[src/rtl/wpc_shifter.sv]
module wpc_shifter #(
  parameter int PHASE_CYC = 4
) (
  input  logic clk,
  input  logic rst_n,
  input  logic wr_in,
  input  logic early_i,
  input  logic late_i,
  input  logic inner_trk,
  input  logic single_den,
  output logic wr_out,
  output logic overlap_err
);
  localparam int CW = (PHASE_CYC > 1) ? $clog2(PHASE_CYC) : 1;
  localparam logic [CW-1:0] CNT_LAST = CW'(PHASE_CYC - 1);

  logic          wr_q, active;
  logic [1:0]    phase, sel;
  logic [CW-1:0] cnt;

  wire bypass   = !inner_trk || single_den;
  wire rise     = wr_in && !wr_q;
  wire busy     = active && (phase != 2'd3);
  wire start    = rise && !bypass && !busy;
  wire [1:0] sel_next = (early_i ^ late_i) ? (early_i ? 2'd0 : 2'd2) : 2'd1;

  always_ff @(posedge clk) begin
    if (!rst_n) begin
      wr_q        <= 1'b0;
      active      <= 1'b0;
      phase       <= 2'd0;
      sel         <= 2'd1;
      cnt         <= '0;
      overlap_err <= 1'b0;
    end else begin
      wr_q        <= wr_in;
      overlap_err <= rise && !bypass && busy;
      if (start) begin
        active <= 1'b1;
        phase  <= 2'd0;
        cnt    <= '0;
        sel    <= sel_next;
      end else if (active) begin
        if (cnt == CNT_LAST) begin
          cnt <= '0;
          if (phase == 2'd3) active <= 1'b0;
          else               phase  <= phase + 2'd1;
        end else begin
          cnt <= cnt + 1'b1;
        end
      end
    end
  end

  assign wr_out = bypass ? wr_in : (active && phase == sel);
endmodule


[config.mk]
export PLATFORM = sky130hd
export DESIGN_NAME = wpc_shifter
export DESIGN_NICKNAME = d
export VERILOG_FILES = /design/src/rtl/wpc_shifter.sv
export SDC_FILE = /design/constraint.sdc
export NUM_CORES = 1
export LEC_CHECK = 0
export BUFFER_PORTS_ARGS = -buffer_cell sky130_fd_sc_hd__buf_2
export CAP_MARGIN = 15
export CORE_AREA = 2 2 39 41
export DETAILED_ROUTE_END_ITERATION = 8
export DIE_AREA = 0 0 41 43
export GPL_TIMING_DRIVEN = 0
export PLACE_DENSITY_LB_ADDON = 0.1
export REMOVE_ABC_BUFFERS = 1
export SLEW_MARGIN = 5
export SYNTH_ARGS = -nofsm -noshare
export SYNTH_HDL_FRONTEND = slang
export SYNTH_SLANG_ARGS = --single-unit
[constraint.sdc]
create_clock -name clk -period 1.4 [get_ports clk]
set_clock_uncertainty 0.05 [all_clocks]
set_input_delay 0.28 -clock clk [delete_from_list [all_inputs] [get_ports clk]]
set_output_delay 0.28 -clock clk [all_outputs]
set_load 0.02 [all_outputs]
==> results of run 1 <==
## cells in the mapped netlist, types with 2 or more instances
library cell | count | share of area
nand2_1 | 4 | 0.033
inv_1 | 3 | 0.025
a21oi_1 | 2 | 0.022
xnor2_1 | 2 | 0.038
nor2_1 | 5 | 0.041
mux2i_1 | 3 | 0.066
ha_1 | 3 | 0.082
nand3_1 | 2 | 0.022
dfxtp_1 | 9 | 0.39
## kinds of logic (layout without fill, tap and decap cells)
kind of cell | count (synthesis) | count (layout) | synth area share
mux | 3 | 3 | 0.06558
xor+xnor | 3 | 3 | 0.05739
buf+inv | 4 | 15 | 0.04099
compound gates | 7 | 7 | 0.09835
flops | 9 | 9 | 0.3934
simple gates | 18 | 18 | 0.2623
fa+ha+maj | 3 | 3 | 0.08198
## worst max-delay path: stages (launching register included)
cell     delay [ns]
dfxtp_2        0.36
xnor2_1        0.12
nand3_1        0.10
o31ai_1        0.19
buf_2          0.20
## cell usage in the layout, fill, tap and decap left out
cell type | synthesis | final
a21oi_1 | 2 | 2
and2_1 | 1 | 1
and2b_4 | 1 | 1
and3_1 | 1 | 1
and4bb_2 | 1 | 1
buf_2 | 0 | 8
clkbuf_1 | 0 | 1
clkbuf_4 | 0 | 3
dfxtp_1 | 9 | 6
dfxtp_2 | 0 | 3
ha_1 | 3 | 3
inv_1 | 3 | 3
mux2i_1 | 3 | 3
nand2_1 | 4 | 4
nand3_1 | 2 | 2
nand3b_1 | 1 | 1
nand4bb_4 | 1 | 1
nor2_1 | 5 | 5
nor2b_1 | 1 | 1
o21ai_0 | 1 | 1
o21ai_1 | 1 | 1
o21ai_2 | 1 | 1
o311ai_1 | 1 | 1
o31ai_1 | 1 | 1
xnor2_1 | 2 | 2
xor2_1 | 1 | 1
## layer usage
metal | vias to the layer above | wire (um) | GRT usage
met3 | 4 | 35 | 0.03141
met5 | - | 0 | 0
met1 | 156 | 381 | 0.1396
met2 | 7 | 323 | 0.1844
met4 | 0 | 22 | 0.1000
li1 | 185 | - | -
## flip-flops by register name, summed over array words and instances, names as in the netlist
signal / cells
cnt: 2
phase: 2
sel: 2
active: 1
overlap_err: 1
wr_q: 1
## timing repair
item	in CTS	in global routing
setup endpoints to repair	1	1
pin swaps	1	0
resized for setup	2	1
## area by class of cell
class	count	area, um2	share of cell area
multi-input combinational	34	259.0	0.4792
sequential	9	183.9	0.3403
timing repair buffer	8	40.04	0.07407
clock buffer	4	26.28	0.04861
tap	16	20.02	0.03704
inverter	3	11.26	0.02083
## power by group
| part | leakage (nW) | total (mW) | switching, mW | internal (mW) |
|---|---|---|---|---|
| logic | 0.137 | 0.0544 | 0.0271 | 0.0273 |
| registers | 0.0746 | 0.268 | 0.00553 | 0.263 |
| clock network | 0.0150 | 0.207 | 0.0966 | 0.110 |
| total | 0.227 | 0.530 | 0.129 | 0.400 |
## worst min path at each step
| stage | to | slack (ns) | depth (start not counted) |
|---|---|---|---|
| detailed placement | sel[1] | 0.42 | 2 |
| global route | sel[0] | 0.23 | 2 |
| global placement | sel[1] | 0.41 | 2 |
| finish | sel[0] | 0.22 | 2 |
| floorplan | sel[0] | 0.31 | 1 |
| CTS | sel[0] | 0.21 | 2 |
==> metrics.txt, run 1 <==
status=finished, violations left; failing checks=negative setup slack; Max Freq=639.8 MHz; CTS Buffer Depth=2; CTS Hold Bufs=0; Crit. End Element=output pin; pre-CTS setup slack=around 0.062 ns; Final setup viols=1; wirelength, routed=763 um; share of cells above drive strength 1=0.3103; synthesized cell area=457.9 um2; TNS Setup=-0.1631 ns; area delta synth->final=18.03%; HPWL after detailed placement=582.4 um; VDD IR max=0.4821 mV; Clock Latency Late Sink=0.26 ns; final core occ=0.3906; FF-to-FF path depth=4; CTS Sinks=9; Yosys warning total=0; synthesized area per cell=about 9.7 um2; Post-Place Cells=70; number of vias in the routed layout=352; Hold Slack=0.2179 ns; sequential area share after synthesis=0.3934; grt ovf=0; Hold Violations, Final=0; DR pass1 iterations=4; Total GRT Usage=0.1239; initial antenna violation count=0; vias in the first global route=approximately 370; routed len/inst=10.31 um; die area=1763 um2; Final WS setup=-0.1631 ns; Non-Filler Instances=74; r2r endpoint=cnt[0]; Root Driver=clkbuf_4; Cell variety after synth=23; CP Launch Type=flop; # H-tree levels=1; CP startpoint=phase[0]; reg2reg start=phase[0]; first-pass GRT wire length=1455 um; pin count of the biggest net entering global routing=8; TritonCTS Buffers=3; Post-Syn Instances=47; core area=1384 um2; ANT nets after route=0; Slew HR=0.8459; # nets final=69; post-route cell area=540.5 um2; number of flops mapped to enable cells by yosys=0; ys async rst share=0; Residual DRC=0; Setup Fix Bufs, Post-CTS=0; Buffers on Ports=8; I/O pin cnt=9; Initial Util=0.3309; Worst-Margin Slew=0.2275 ns; Setup CP Type=flop to output pin; static leakage=0.2269 nW; die span in y=43 um; cell area power density=just under 1000 nW/um2; WP data arrival=approximately 1.2 ns; HP Start=rst_n; crit path capture=wr_out; Worst-path clk slew=0.06 ns; Hold Path Class=primary input to flop; DIE WIDTH=41 um; floorplan row count=14; CTS tree=yes; fill count=between 100 and 150; CP required=about 1.1 ns; ant diodes=0; RSZ-0062 raised after global routing=yes; Final min period=1.563 ns; Tcrit/Tclk final=1.116; R2R Setup Slk=0.20 ns; Max Slew Vio Count=0; max_cap viols=0; Yosys reg bits=9; placed inst area=510.5 um2; GP Congestion=0.7178; dominant synthesized flop cell=dfxtp_1; 1st-iter DRT viols=4; via/cell ratio=around 4.8; Max FO, Critical Path=3; Pwr Total=0.5296 mW
No activity file was read; power rests on OpenSTA's default activity.
==> run 2, diff against run 1 <==
BUFFER_PORTS_ARGS = default   (was -buffer_cell sky130_fd_sc_hd__buf_2)
DONT_BUFFER_PORTS = 1   (was default)
==> run 2 against run 1 <==
  * The run still ends with negative setup slack left
  * Via count fell by 6.5%
  * Worst hold slack worse by 0.16 ns
  * Setup slack better by 0.035 ns
  * Routed wire length increased by 3.4%
  * Count of clock-buffer cells in the layout unchanged
  * Largest cell class unchanged
  * Highest routed layer unchanged
==> metrics.txt, run 2 (same netlist as run 1, synthesis figures left out) <==
# H-tree levels=1; ANT nets after route=0; Slew HR=0.7713; I/O pin cnt=9; Sw Ratio=0.2285; r2r endpoint=phase[0]; pin count of the biggest net entering global routing=8; die area=1763 um2; Buffers on Ports=0; GP Congestion=0.7604; VDD IR max=roughly 0.70 mV; cell area power density=approximately 990 nW/um2; Max Slew Vio Count=0; Worst-path clk slew=0.06 ns; failing checks=negative setup slack; part of the power in combinational logic=0.083; Setup CP Type=flop to output pin; WP data arrival=1.20 ns; via/cell ratio=4.985; top flop regs=cnt x2, phase x2, sel x2; CP startpoint=phase[0]; max_cap viols=0; initial antenna violation count=0; number of vias in the routed layout=around 330; P_int=0.3946 mW; CP required=approximately 1.1 ns; most frequent cells in the layout=nor2_1 (5), dfxtp_1 (5), nand2_1 (4), dfxtp_2 (4); Final min period=1.529 ns; Crit-path slowest cell=dfxtp_2; grt ovf=0; Initial Util=0.3309; WHS Path Cells=1; Hold Violations, Final=0; CP Launch Type=flop; Residual DRC=0; die span in y=~43 um; wirelength, routed=789 um; DR pass1 iterations=3; # nets final=approximately 60; Root Driver=clkbuf_4; Final WS setup=-0.1285 ns; share of cells above drive strength 1=0.2400; core area=1384 um2; CTS tree=yes; HP Start=rst_n; sequential power share=0.526; Pwr Total=roughly 0.5 mW; Worst-Margin Slew=0.3394 ns; HPWL after detailed placement=a little under 600 um; FF-to-FF path depth=4; 1st-iter DRT viols=1; first-pass GRT wire length=1462 um; TritonCTS Buffers=3; reg2reg start=phase[0]; Critical Path Max Stage Delay=around 0.33 ns; area delta synth->final=12.57%; R2R Setup Slk=approximately 0.21 ns; routed len/inst=about 12 um; DIE WIDTH=41 um; Setup Fix Bufs, Post-CTS=0; Hold Path End=sel[0]; Final setup viols=1; fill count=146; Clock Latency Late Sink=0.26 ns; CTS Sinks=9; RSZ-0062 raised after global routing=yes; Total GRT Usage=0.1290; CTS Buffer Depth=2; Max Freq=approximately 650 MHz; P_sw=between 0.1 and 0.15 mW; Tcrit/Tclk final=1.092; clock power share=0.391; final core occ=0.3725; static leakage=0.1967 nW; vias in the first global route=344; status=finished, violations left; ant diodes=0; Max FO, Critical Path=3; Crit. End Element=output pin; CTS Hold Bufs=0; floorplan row count=14; Hold Path Class=primary input to flop; crit path cell chain=xnor2_1 > nand3_1 > o31ai_4
run 2: cell count changes in the layout (fill, tap and decap cells not counted):
cell / delta
o31ai_1: -1
dfxtp_1: -1
dfxtp_2: +1
o31ai_4: +1
buf_2: -8
run 2: worst max path at each step:
stage,endpoint,cells after the start
after CTS,wr_out,3
final,wr_out,3
after detailed placement,wr_out,3
after global routing,wr_out,3
after global placement,wr_out,3
after floorplan,wr_out,3
run 2: critical path: cells and delay by family (launching register included):
family | cells | cell delay, ns
DFF | 1 | 0.33
xor gates and xnor gates | 1 | 0.15
and+or+nand+nor | 1 | 0.14
AOI/OAI and AO/OA | 1 | 0.32
run 2: through the flow:
step	std cells	instance area [um2]	TNS [ns]	worst slack, ns	hold slack, ns
6_report	66	515.5	-0.1285	-0.1285	0.05987
5_1_grt	66	515.5	-0.1901	-0.1901	0.02865
4_1_cts	66	514.2	-0.1485	-0.1485	0.05336
3_5_place_dp	62	470.5	-0.1329	-0.1329	0.3262
3_3_place_gp	62	470.5	-0.1349	-0.1349	0.3138
2_1_floorplan	46	450.4	-0.04543	-0.04543	0.3084
run 2: repair_timing:
item | in CTS | in global routing
resized for setup | 5 | 1
setup endpoints to repair | 1 | 1
cloned | 0 | 0
pin swaps | 0 | 0
run 2: final cells by class:
cell class                 instances  area (um2)  share of cell area
multi-input combinational         34       272.8              0.5291
inverter                           3       11.26             0.02184
sequential                         9       185.2              0.3592
tap                               16       20.02             0.03883
clock buffer                       4       26.28             0.05097
run 2: layer usage:
metal	GRT usage	wire [um]	up-vias
li1	-	-	170
met1	0.1564	368	150
met2	0.1656	364	7
met3	0.09424	50	2
met4	0.06000	6	0
met5	0	0	-
run 2: power by group through the flow:
stage	registers, mW	logic (mW)	clock network (mW)
detailed placement	0.274	0.0385	0
finish	0.269	0.0426	0.200
CTS	0.269	0.0425	0.210
global placement	0.274	0.0371	0
global route	0.270	0.0481	0.237
floorplan	0.273	0.0339	0
==> run 3, diff against run 2 <==
PLACE_DENSITY = 0.6   (was default)
PLACE_DENSITY_LB_ADDON = default   (was 0.1)
SETUP_SLACK_MARGIN = 0.5   (was default)
clock period = 1.55 ns   (was 1.4 ns; I/O delays follow)
==> run 3 against run 2 <==
  * The run still ends with negative setup slack left
  * Sequential cell count unchanged
  * Critical path type unchanged
  * Non-clock buffer count up 1
  * Setup slack better by 0.12 ns
  * Via count up 2.4%
==> metrics.txt, run 3 (same netlist as run 1, synthesis figures left out) <==
WP data arrival=1.20 ns; status=finished, violations left; Final min period=between 1.5 and 2 ns; Post-Place Cells=62; TritonCTS Buffers=3; initial antenna violation count=0; first-pass GRT wire length=1345 um; ANT nets after route=0; max_cap viols=0; Max FO, Critical Path=3; Residual DRC=0; Root Driver=clkbuf_4; Non-Filler Instances=67; wirelength, routed=between 700 and 800 um; Tcrit/Tclk final=1.004; Hold Path Class=primary input to flop; failing checks=negative setup slack; Max Slew Vio Count=0; ant diodes=0; Max Freq=roughly 640 MHz; DR pass1 iterations=1; CP startpoint=phase[1]; # H-tree levels=1; Hold Violations, Final=0; Worst-Margin Slew=approximately 0.30 ns; final core occ=0.4241; share of cells above drive strength 1=0.4314; floorplan row count=14; busiest grt layer=met2; Initial Util=0.3309; P_sw=0.1094 mW; Clock Latency Late Sink=0.26 ns; Total GRT Usage=0.1247; CTS Hold Bufs=0; Buffers on Ports=0; die span in y=43 um; grt ovf=0; die area=1763 um2; area delta synth->final=28.14%; sequential power share=0.521; Setup CP Type=flop to output pin; clock power share=0.388; grt met2 use=0.1469; most frequent cells in the layout=dfxtp_2 (6), nor2_1 (4), nand2_1 (4); Final setup viols=1; met3 Usage GRT=0.06806; Slew HR=0.7962; core area=1384 um2; via/cell ratio=about 5.0; 1st-iter DRT viols=0; CTS Sinks=9; CP required=1.19 ns; vias in the first global route=approximately 320; Crit. End Element=output pin; TNS Setup=-0.006106 ns; Pwr Total=0.4691 mW; P_int=0.3598 mW; Hold Slack=0.07717 ns; CTS tree=yes; static leakage=0.1963 nW; HP Start=rst_n; CTS Buffer Depth=2; GP Congestion=0.6361; Sw Ratio=0.2331; Final WS setup=-0.006106 ns; top flop regs=cnt x2, phase x2, sel x2; CP Launch Type=flop; global-route met1 utilization=0.1392; commonest non-fill, non-tap cell in the layout=dfxtp_2; Worst-path clk slew=approximately 0.06 ns; part of the power in combinational logic=0.092; I/O pin cnt=9; routed len/inst=11.82 um; # nets final=62; RSZ-0062 raised after global routing=yes; number of vias in the routed layout=337; pin count of the biggest net entering global routing=8; reg2reg start=phase[0]; VDD IR max=0.2856 mV; DIE WIDTH=41 um; cell area power density=799.5 nW/um2
## run 3: timing repair
item | in CTS | in global routing
buffers inserted | 1 | 0
resized for setup | 11 | 9
hold endpoints to repair | 0 | 0
setup endpoints to repair | 9 | 9
pin swaps | 4 | 3
## run 3: cell type report
cell class | instances | area, um2
fill | 151 | 797.0
multi-input combinational | 34 | 330.3
sequential | 9 | 187.7
clock buffer | 4 | 26.28
tap | 16 | 20.02
timing repair buffer | 1 | 11.26
inverter | 3 | 11.26
## run 3: path summary, 6_finish.rpt
kind | endpoint | slack, ns | cells after the start
max | wr_out | -0.006 | 3
min | sel[0] | 0.08 | 1
max reg2reg | sel[1] | 0.32 | 5
min reg2reg | sel[1] | 0.43 | 2
## run 3: stage by stage
stage / instance area, um2 / setup slack (ns)
finish: 586.8 / -0.006106
global route: 586.8 / -0.1037
CTS: 541.8 / 0.004265
detailed placement: 470.5 / 0.01074
global placement: 470.5 / 0.008356
floorplan: 450.4 / 0.07457
## run 3: worst max-delay path, stage by stage (launching register included)
cell and delay, ns:
dfxtp_2 0.37, xnor2_1 0.13, nand3_1 0.14, o31ai_4 0.30
## run 3: power by group through the flow
stage / Sequential [mW] / Clock, mW / Combinational (mW)
3_5_place_dp: 0.248 / 0 / 0.0344
3_3_place_gp: 0.248 / 0 / 0.0335
2_1_floorplan: 0.247 / 0 / 0.0306
5_1_grt: 0.245 / 0.205 / 0.0497
4_1_cts: 0.243 / 0.193 / 0.0398
6_report: 0.244 / 0.182 / 0.0430
## run 3: per-layer routing
metal / part of all wire / up-vias / wire, um
met5: 0 / - / 0
li1: - / 171 / -
met2: 0.47 / 9 / 371
met4: 0.023 / 0 / 18
met3: 0.082 / 2 / 65
met1: 0.43 / 155 / 337
